## src/rtl/irqc_pkg.sv

```systemverilog
`timescale 1ns/1ps
package irqc_pkg;
  typedef enum logic [1:0] {RK_EN, RK_FLAG, RK_MASTER, RK_NONE} reg_kind_e;

  // Map: enable halves, flag halves, then one global enable word
  function automatic reg_kind_e kind_of(input int unsigned a, input int unsigned nh);
    if (a < nh)          return RK_EN;
    else if (a < 2 * nh) return RK_FLAG;
    else if (a == 2 * nh) return RK_MASTER;
    return RK_NONE;
  endfunction

  function automatic int unsigned half_of(input int unsigned a, input int unsigned nh);
    return a % nh;
  endfunction
endpackage

```

## src/rtl/irqc_decode.sv

```systemverilog
`timescale 1ns/1ps
module irqc_decode
  import irqc_pkg::*;
#(
  parameter int ADDR_W   = 3,
  parameter int NUM_HALF = 2,
  localparam int IDX_W   = (NUM_HALF > 1) ? $clog2(NUM_HALF) : 1
) (
  input  logic [ADDR_W-1:0]   addr_i,
  input  logic                we_i,
  output logic [NUM_HALF-1:0] en_we_o,
  output logic [NUM_HALF-1:0] flag_we_o,
  output logic                master_we_o,
  output reg_kind_e           kind_o,
  output logic [IDX_W-1:0]    half_o
);
  always_comb begin
    kind_o      = kind_of(32'(addr_i), NUM_HALF);
    half_o      = IDX_W'(half_of(32'(addr_i), NUM_HALF));
    master_we_o = we_i && (kind_o == RK_MASTER);
    en_we_o     = '0;
    flag_we_o   = '0;
    for (int h = 0; h < NUM_HALF; h++) begin
      en_we_o[h]   = we_i && (kind_o == RK_EN)   && (32'(half_o) == h);
      flag_we_o[h] = we_i && (kind_o == RK_FLAG) && (32'(half_o) == h);
    end
  end
endmodule

```

## src/rtl/irqc_bank.sv

```systemverilog
`timescale 1ns/1ps
module irqc_bank #(
  parameter int DATA_W = 16
) (
  input  logic              clk_i,
  input  logic              rst_ni,
  input  logic              en_we_i,
  input  logic              flag_we_i,
  input  logic [DATA_W-1:0] wdata_i,
  input  logic [DATA_W-1:0] src_i,
  output logic [DATA_W-1:0] en_o,
  output logic [DATA_W-1:0] flag_o,
  output logic              pend_o
);
  logic [DATA_W-1:0] en_q, flag_q, clr_mask, flag_d;

  // Set wins over write-1-clear on the same bit
  assign clr_mask = flag_we_i ? wdata_i : '0;
  assign flag_d   = (flag_q & ~clr_mask) | src_i;

  always_ff @(posedge clk_i or negedge rst_ni) begin
    if (!rst_ni) begin
      en_q   <= '0;
      flag_q <= '0;
    end else begin
      if (en_we_i) en_q <= wdata_i;
      flag_q <= flag_d;
    end
  end

  assign en_o   = en_q;
  assign flag_o = flag_q;
  assign pend_o = |(en_q & flag_q);

  a_r2_src_sets_flag: assert property (@(posedge clk_i) disable iff (!rst_ni)
    (src_i != '0) |=> ((flag_q & $past(src_i)) == $past(src_i)));

  a_r3_enable_write: assert property (@(posedge clk_i) disable iff (!rst_ni)
    en_we_i |=> (en_q == $past(wdata_i)));

  a_r6_w1c_clear: assert property (@(posedge clk_i) disable iff (!rst_ni)
    (flag_we_i && src_i == '0) |=> (flag_q == ($past(flag_q) & ~$past(wdata_i))));

  a_r6_no_spurious_set: assert property (@(posedge clk_i) disable iff (!rst_ni)
    (src_i == '0) |=> ((flag_q & ~$past(flag_q)) == '0));
endmodule

```

## src/rtl/irqc_eval.sv

```systemverilog
`timescale 1ns/1ps
module irqc_eval #(
  parameter int NUM_HALF = 2
) (
  input  logic                clk_i,
  input  logic                rst_ni,
  input  logic                master_we_i,
  input  logic                master_wbit_i,
  input  logic [NUM_HALF-1:0] pend_i,
  output logic                master_o,
  output logic                irq_o,
  output logic                wake_o
);
  logic master_q;

  always_ff @(posedge clk_i or negedge rst_ni) begin
    if (!rst_ni)          master_q <= 1'b0;
    else if (master_we_i) master_q <= master_wbit_i;
  end

  assign master_o = master_q;
  assign wake_o   = |pend_i;
  assign irq_o    = master_q && wake_o;

  a_r4_irq_needs_master: assert property (@(posedge clk_i) disable iff (!rst_ni)
    irq_o |-> master_q);

  a_r5_irq_implies_wake: assert property (@(posedge clk_i) disable iff (!rst_ni)
    irq_o |-> wake_o);

  a_r9_master_bit: assert property (@(posedge clk_i) disable iff (!rst_ni)
    master_we_i |=> (master_q == $past(master_wbit_i)));

  a_r10_master_off_drops: assert property (@(posedge clk_i) disable iff (!rst_ni)
    (master_we_i && !master_wbit_i) |=> !irq_o);
endmodule

```

## src/rtl/irqc_top.sv

```systemverilog
`timescale 1ns/1ps
module irqc_top
  import irqc_pkg::*;
#(
  parameter int NUM_SRC = 32,
  parameter int DATA_W  = 16,
  parameter int ADDR_W  = 3
) (
  input  logic               clk_i,
  input  logic               rst_ni,
  input  logic [NUM_SRC-1:0] src_i,
  input  logic               bus_we_i,
  input  logic [ADDR_W-1:0]  bus_addr_i,
  input  logic [DATA_W-1:0]  bus_wdata_i,
  output logic [DATA_W-1:0]  bus_rdata_o,
  output logic               irq_o,
  output logic               wake_o
);
  localparam int NUM_HALF = NUM_SRC / DATA_W;
  localparam int IDX_W    = (NUM_HALF > 1) ? $clog2(NUM_HALF) : 1;

  logic [NUM_HALF-1:0] en_we, flag_we, pend;
  logic                master_we, master_q;
  reg_kind_e           kind;
  logic [IDX_W-1:0]    half;
  logic [DATA_W-1:0]   en_h   [NUM_HALF];
  logic [DATA_W-1:0]   flag_h [NUM_HALF];

  irqc_decode #(.ADDR_W(ADDR_W), .NUM_HALF(NUM_HALF)) u_decode (
    .addr_i      (bus_addr_i),
    .we_i        (bus_we_i),
    .en_we_o     (en_we),
    .flag_we_o   (flag_we),
    .master_we_o (master_we),
    .kind_o      (kind),
    .half_o      (half)
  );

  for (genvar h = 0; h < NUM_HALF; h++) begin : g_bank
    irqc_bank #(.DATA_W(DATA_W)) u_bank (
      .clk_i     (clk_i),
      .rst_ni    (rst_ni),
      .en_we_i   (en_we[h]),
      .flag_we_i (flag_we[h]),
      .wdata_i   (bus_wdata_i),
      .src_i     (src_i[h*DATA_W +: DATA_W]),
      .en_o      (en_h[h]),
      .flag_o    (flag_h[h]),
      .pend_o    (pend[h])
    );
  end

  irqc_eval #(.NUM_HALF(NUM_HALF)) u_eval (
    .clk_i         (clk_i),
    .rst_ni        (rst_ni),
    .master_we_i   (master_we),
    .master_wbit_i (bus_wdata_i[0]),
    .pend_i        (pend),
    .master_o      (master_q),
    .irq_o         (irq_o),
    .wake_o        (wake_o)
  );

  always_comb begin
    unique case (kind)
      RK_EN:     bus_rdata_o = en_h[half];
      RK_FLAG:   bus_rdata_o = flag_h[half];
      RK_MASTER: bus_rdata_o = {{(DATA_W-1){1'b0}}, master_q};
      default:   bus_rdata_o = '0;
    endcase
  end

  a_r1_quiet_after_reset: assert property (@(posedge clk_i) disable iff (!rst_ni)
    $rose(rst_ni) |-> (!irq_o && !wake_o));

  a_r9_unmapped_reads_zero: assert property (@(posedge clk_i) disable iff (!rst_ni)
    (kind == RK_NONE) |-> (bus_rdata_o == '0));
endmodule

```

## config.mk

```make
export PLATFORM = sky130hd
export DESIGN_NAME = irqc_top
export DESIGN_NICKNAME = d
export VERILOG_FILES = /design/src/rtl/irqc_pkg.sv /design/src/rtl/irqc_decode.sv /design/src/rtl/irqc_bank.sv /design/src/rtl/irqc_eval.sv /design/src/rtl/irqc_top.sv
export SDC_FILE = /design/constraint.sdc
export NUM_CORES = 1
export LEC_CHECK = 0
export BUFFER_PORTS_ARGS = -buffer_cell sky130_fd_sc_hd__buf_2
export CORE_MARGIN = 5
export CORE_UTILIZATION = 43
export CTS_CLUSTER_DIAMETER = 40
export CTS_CLUSTER_SIZE = 20
export DETAILED_ROUTE_END_ITERATION = 8
export GPL_TIMING_DRIVEN = 0
export PLACE_DENSITY = 0.65
export SYNTH_ARGS = -nofsm -noshare
export SYNTH_HDL_FRONTEND = slang
export SYNTH_HIERARCHICAL = 1
export SYNTH_SLANG_ARGS = --single-unit
```

## constraint.sdc

```tcl
create_clock -name clk_i -period 2.35 [get_ports clk_i]
set_clock_uncertainty 0.15 [all_clocks]
set_input_delay 0.47 -clock clk_i [delete_from_list [all_inputs] [get_ports clk_i]]
set_output_delay 0.47 -clock clk_i [all_outputs]
set_load 0.01 [all_outputs]
```

Word-level counts from Yosys, hierarchy flattened
Cells that the tools add are included.
- reductions and logical operators: 10
- muxes and demuxes: 16
- equal/unequal tests: 3
- $lt $le $gt $ge: 3
- bitwise logic cells: 10
- operator list (operator ; number):
    2-to-1 mux 16 bit ; 8
    bitwise AND 16 bit ; 4
    case mux 16 bit (3 select lines) ; 1
    NOT 16 bit ; 2
    OR 16 bit ; 2
    OR reduction 32 bit ; 1
    logical AND 1 bit ; 8
    2-to-1 mux 2 bit ; 4
    equality test 3 bit (second input constant) ; 1
    less-than comparator 3 x 2 -> 1 bit (second input constant) ; 1
    less-than comparator 3 bit (second input constant) ; 1
    2-to-1 mux 1 bit ; 3
    equality test 2 x 1 -> 1 bit (second input constant) ; 1
    equality test 2 bit (second input constant) ; 1
    >= comparator 2 bit (second input constant) ; 1
    logical NOT 2 bit ; 1
    NOT 1 -> 2 bit ; 1
    NOT 1 bit ; 1
- output and inout port bits: 18
- logic and storage cells: 47
- register bits after elaboration: 65

Longest topological paths before layout
- word-level depth: 12
- depth in mapped cells: 6
- depth with buffers taken out: 4

Cells and area by module
Netlist, hierarchy kept.
- modules (own cells, without submodules) (module ; area each (um^2) ; cells an instance ; instances ; sequential area each (um^2)):
    irqc_bank ; 1318.8 ; 93 ; 2 ; 800.8
    irqc_top ; 514.2 ; 42 ; 1 ; 0.0
    irqc_decode ; 83.8 ; 8 ; 1 ; 0.0
    irqc_eval ; 53.8 ; 4 ; 1 ; 25.0

Worst setup path before layout
OpenSTA, ideal clock, no wires.
- path type: input to output
- start point: input bus_addr_i[0]
- end point: output bus_rdata_o[1]
- data required time: 1730 ps
- arrival time: 1516 ps
- buffers on the path: 3
- slack: 214 ps
- stages: 5
- cells stage by stage: buf_4 buf_6 buf_6 mux4_2 nor2b_1
- word-level cells in the longest chain between the ends: 7
- elaborated cells between the ends (all ways): 20
- RTL lines (what ; RTL line ; text):
    start, declared ; irqc_top.sv:13 ; input logic [ADDR_W-1:0] bus_addr_i,
    branches (longest 6 deep; another with less-than comparator 3 bit) ; - ;
    case mux 16 bit (3 select lines) * ; irqc_top.sv:65 ; unique case (kind)
    end, declared ; irqc_top.sv:15 ; output logic [DATA_W-1:0] bus_rdata_o,
Every way passes the cells marked *. The select of a mux whose other input is x is not followed.

Worst setup path after layout
- start point: register g_bank[0].u_bank.en_q[2]
- end point: output wake_o
- word-level cells in the longest chain between the ends: 2
- RTL lines (what ; RTL line ; text):
    start, declared ; irqc_bank.sv:15 ; logic [DATA_W-1:0] en_q, flag_q, clr_mask, flag_d;
    start signal, assigned ; irqc_bank.sv:26 ; if (en_we_i) en_q <= wdata_i;
    bitwise AND 16 bit ; irqc_bank.sv:33 ; assign pend_o = |(en_q & flag_q);
    OR reduction 32 bit ; irqc_eval.sv:22 ; assign wake_o = |pend_i;
    end, declared ; irqc_top.sv:17 ; output logic wake_o
Every way passes these cells.

==> metrics.log <==
[metrics] crit path max fanout: 2
[metrics] combined global-route utilization of all metal layers: approximately 18%
[metrics] MaxCap Viol Count: 0
[metrics] post-route DRC violation count: 0
[metrics] Leak: 1.71 nW
[metrics] RR Startpoint: g_bank[0].u_bank/en_o[0]
[metrics] clock sink count: 65
[metrics] CP required: between 1.5 and 2 ns
[metrics] final period utilization: 103%
[metrics] routed length per placed instance: about 19 µm
[metrics] Buf/Inv on CP: 1
[metrics] post-synthesis instance area: 0.00329 mm²
[metrics] slowest CP cell: sky130_fd_sc_hd__dfrtp_1
[metrics] count of cells along the worst register-to-register path: 2
[metrics] path type of the worst setup path: reg2out
[metrics] final HPWL from detailed placement: 5.76 mm
[metrics] first-pass GRT wire length: 13.3 mm
[metrics] vias post-DR: 2,333
[metrics] area of the placeable core: between 0.007 and 0.008 mm²
[metrics] unrepaired setup endpoints after global routing: yes
[metrics] Clock Tree Root: sky130_fd_sc_hd__clkbuf_8
[metrics] nets: 386
[metrics] RD Place Congestion: ~0.80
[metrics] Final Hold Fails: 0
[metrics] final critical-path setup slack: -0.0765 ns
[metrics] arrival time worst endpoint: around 1.8 ns
[metrics] status: finished, violations left
[metrics] wire length reported by the detailed router: 8.40 mm
[metrics] number of antenna violations at the first check in global routing: 0
[metrics] global route overflow: 0
[metrics] die height: 97.5 µm
[metrics] kind of cell adding the most delay to the critical path: compound AO/OA/AOI/OAI gates
[metrics] ratio of cells with drive above 1 in the final layout: 51.6%
[metrics] Syn Area/Cell: 13.7 µm²
[metrics] r2r endpoint: g_bank[0].u_bank/en_o[0]
[metrics] I/O pin count: 72
[metrics] max frequency: between 400 and 500 MHz
[metrics] Max Buffers Root-to-Sink: 2
[metrics] relative max-transition margin: between 40 and 50%
[metrics] crit path launch type: flop
[metrics] effective utilization at floorplan: 44.6%
[metrics] Post-Place Setup Slack: -0.290 ns
[metrics] series of cell instances along the critical path: a22o_1 -> a221oi_2 -> nand4_1 -> or2_4 -> buf_6
[metrics] Setup Viol. Count Final: 2
[metrics] violations in the final reports: negative setup slack
[metrics] full die area: 0.00950 mm²
[metrics] cell count after synthesis: 240
[metrics] post-synthesis register bit count: 65
[metrics] capturing element type of the critical path: output pin
[metrics] warning count from the yosys run: 6
[metrics] Slew Viols, Final: 0
[metrics] area grow syn2layout: 26.3%
[metrics] Port-buffer cells: 71
[metrics] number of distinct library cells after synthesis: 27
[metrics] Pwr per Cell Area: 690 mW/mm²
[metrics] die boundary width: 97.5 µm
[metrics] maximum ir drop on the vdd rail: 309 µV
[metrics] Total Negative Setup Slacks: -0.110 ns
[metrics] Worst-Margin Slew: 0.832 ns
[metrics] row count: 31
[metrics] Final Core Density: 56.4%
[metrics] largest net degree at the start of global routing: 66
[metrics] clock buffers created by TritonCTS: 9
[metrics] via count of the first global-routing pass: 2,514
[metrics] average via count per standard cell: 5.35
[metrics] r2r setup slk: 1.31 ns
[metrics] Hold/Removal Path Class: in2async
[metrics] first-pass iteration count of the detailed router: 4
[metrics] count of routing violations after the opening detailed-route iteration: 59
[metrics] clock insertion delay at the later pin of the skew report: between 0.3 and 0.4 ns
[metrics] CTS tree: done
[metrics] Mapped Nets: approximately 290
[metrics] number of filler cells placed in the layout: 623
[metrics] time the final worst path needs with I/O delays and setup: between 2 and 2.5 ns
[metrics] clock input transition at the sequential cells of the worst setup and hold paths: 0.08 ns
[metrics] htree depth: 3
[metrics] number of routed nets with antenna violations: 0
[metrics] proportion of synthesized chip area in sequential cells: between 40% and 50%
[metrics] Worst Hold Margin: 0.0778 ns
[metrics] hold-fix buffer count after cts: 0
[metrics] total inserted antenna cells: 0
[metrics] CP max stage delay: 0.39 ns
## metrics by stage
step | instance area (µm²) | std cells | power (W)
detailed placement | 3770 | 410 | 0.00194
global route | 4160 | 436 | 0.00300
CTS | 4110 | 435 | 0.00288
global placement | 3770 | 410 | 0.00192
floorplan | 3290 | 240 | 0.00172
finish | 4160 | 436 | 0.00287
## worst max-delay path by stage
| stage | from | end | slack, ns | cells after the start |
|---|---|---|---|---|
| after floorplan | bus_addr_i[0] | bus_rdata_o[2] | 0.21 | 5 |
| after global placement | bus_addr_i[0] | bus_rdata_o[2] | -0.27 | 7 |
| after detailed placement | bus_addr_i[0] | bus_rdata_o[1] | -0.29 | 7 |
| after CTS | g_bank[0].u_bank/en_o[2] | wake_o | -0.04 | 5 |
| after global routing | g_bank[0].u_bank/flag_o[2] | wake_o | -0.16 | 5 |
| final | g_bank[0].u_bank/en_o[2] | wake_o | -0.08 | 5 |
## per-layer routing
layer	wire, µm	global-route usage, %	vias to the layer above
met5	0	0	-
met4	199	7.99	0
met3	398	3.73	14
met2	3990	28.5	71
met1	3820	23.8	1171
li1	-	-	1077
## cells by family after synthesis
family / share of synthesized area, %
flops: 49.4
simple gates: 9.81
compound gates: 12.1
mux: 24.6
buf+inv: 4.11
## cells in the final DEF (no fill, tap or decap), types with 2 or more instances in the layout
cell type                    instances
sky130_fd_sc_hd__mux2_2             12
sky130_fd_sc_hd__nand2_1            33
sky130_fd_sc_hd__nand4_1             2
sky130_fd_sc_hd__a221oi_2            8
sky130_fd_sc_hd__mux2i_1             2
sky130_fd_sc_hd__nor2b_1            15
sky130_fd_sc_hd__clkbuf_8           11
sky130_fd_sc_hd__buf_4              14
sky130_fd_sc_hd__a21o_1             32
sky130_fd_sc_hd__buf_12              5
sky130_fd_sc_hd__buf_2              70
sky130_fd_sc_hd__mux2_4             21
sky130_fd_sc_hd__dfrtp_1            65
sky130_fd_sc_hd__a22o_1              8
sky130_fd_sc_hd__clkinvlp_4          3
sky130_fd_sc_hd__mux4_2             15
sky130_fd_sc_hd__clkbuf_2            2
sky130_fd_sc_hd__and4bb_2            3
sky130_fd_sc_hd__buf_6               4
## repair_timing
item,CTS,global route
cloned,0,1
endpoints found under the setup margin,13,16
gates resized for setup,17,6
setup buffers,11,0
pin swaps,4,1
## state kept, by name, summed over array words and instances, names as in the netlist
register and count:
u_eval/master_o 1, g_bank.u_bank/en_o 32, g_bank.u_bank/flag_o 32
## layout make-up
class                   instances  area (µm²)  share of cell area, %
flip-flops and latches         65        1630                   39.1
multi-input cells             160        1590                   38.2
repair buffers                 83         487                   11.7
clock buffers                  12         155                   3.73
plain buffers                  13         149                   3.58
well taps                      99         124                   2.98
clock inverters                 4        27.5                  0.662
## power by group
group	switching [W]	internal (W)
logic	0.000231	0.000383
clock network	0.000436	0.000439
registers	0.000124	0.00126
## cell usage after synthesis, drive strengths merged
library cell / number / area, µm²
mux2: 33 / 450
nor4b: 1 / 15.0
nor3: 1 / 5.00
or2: 1 / 6.26
and4bb: 3 / 37.5
nor2b: 15 / 93.8
nand2: 33 / 124
nand4: 2 / 12.5
clkbuf: 3 / 12.5
or3: 1 / 6.26
buf: 12 / 123
a221oi: 8 / 70.1
mux2i: 2 / 20.0
dfrtp: 65 / 1630
nor2: 1 / 3.75
o21a: 1 / 7.51
a22o: 8 / 70.1
nor3b: 1 / 7.51
and4b: 1 / 11.3
a21o: 33 / 249
mux4: 15 / 338
No activity file was read; power rests on OpenSTA's default activity.
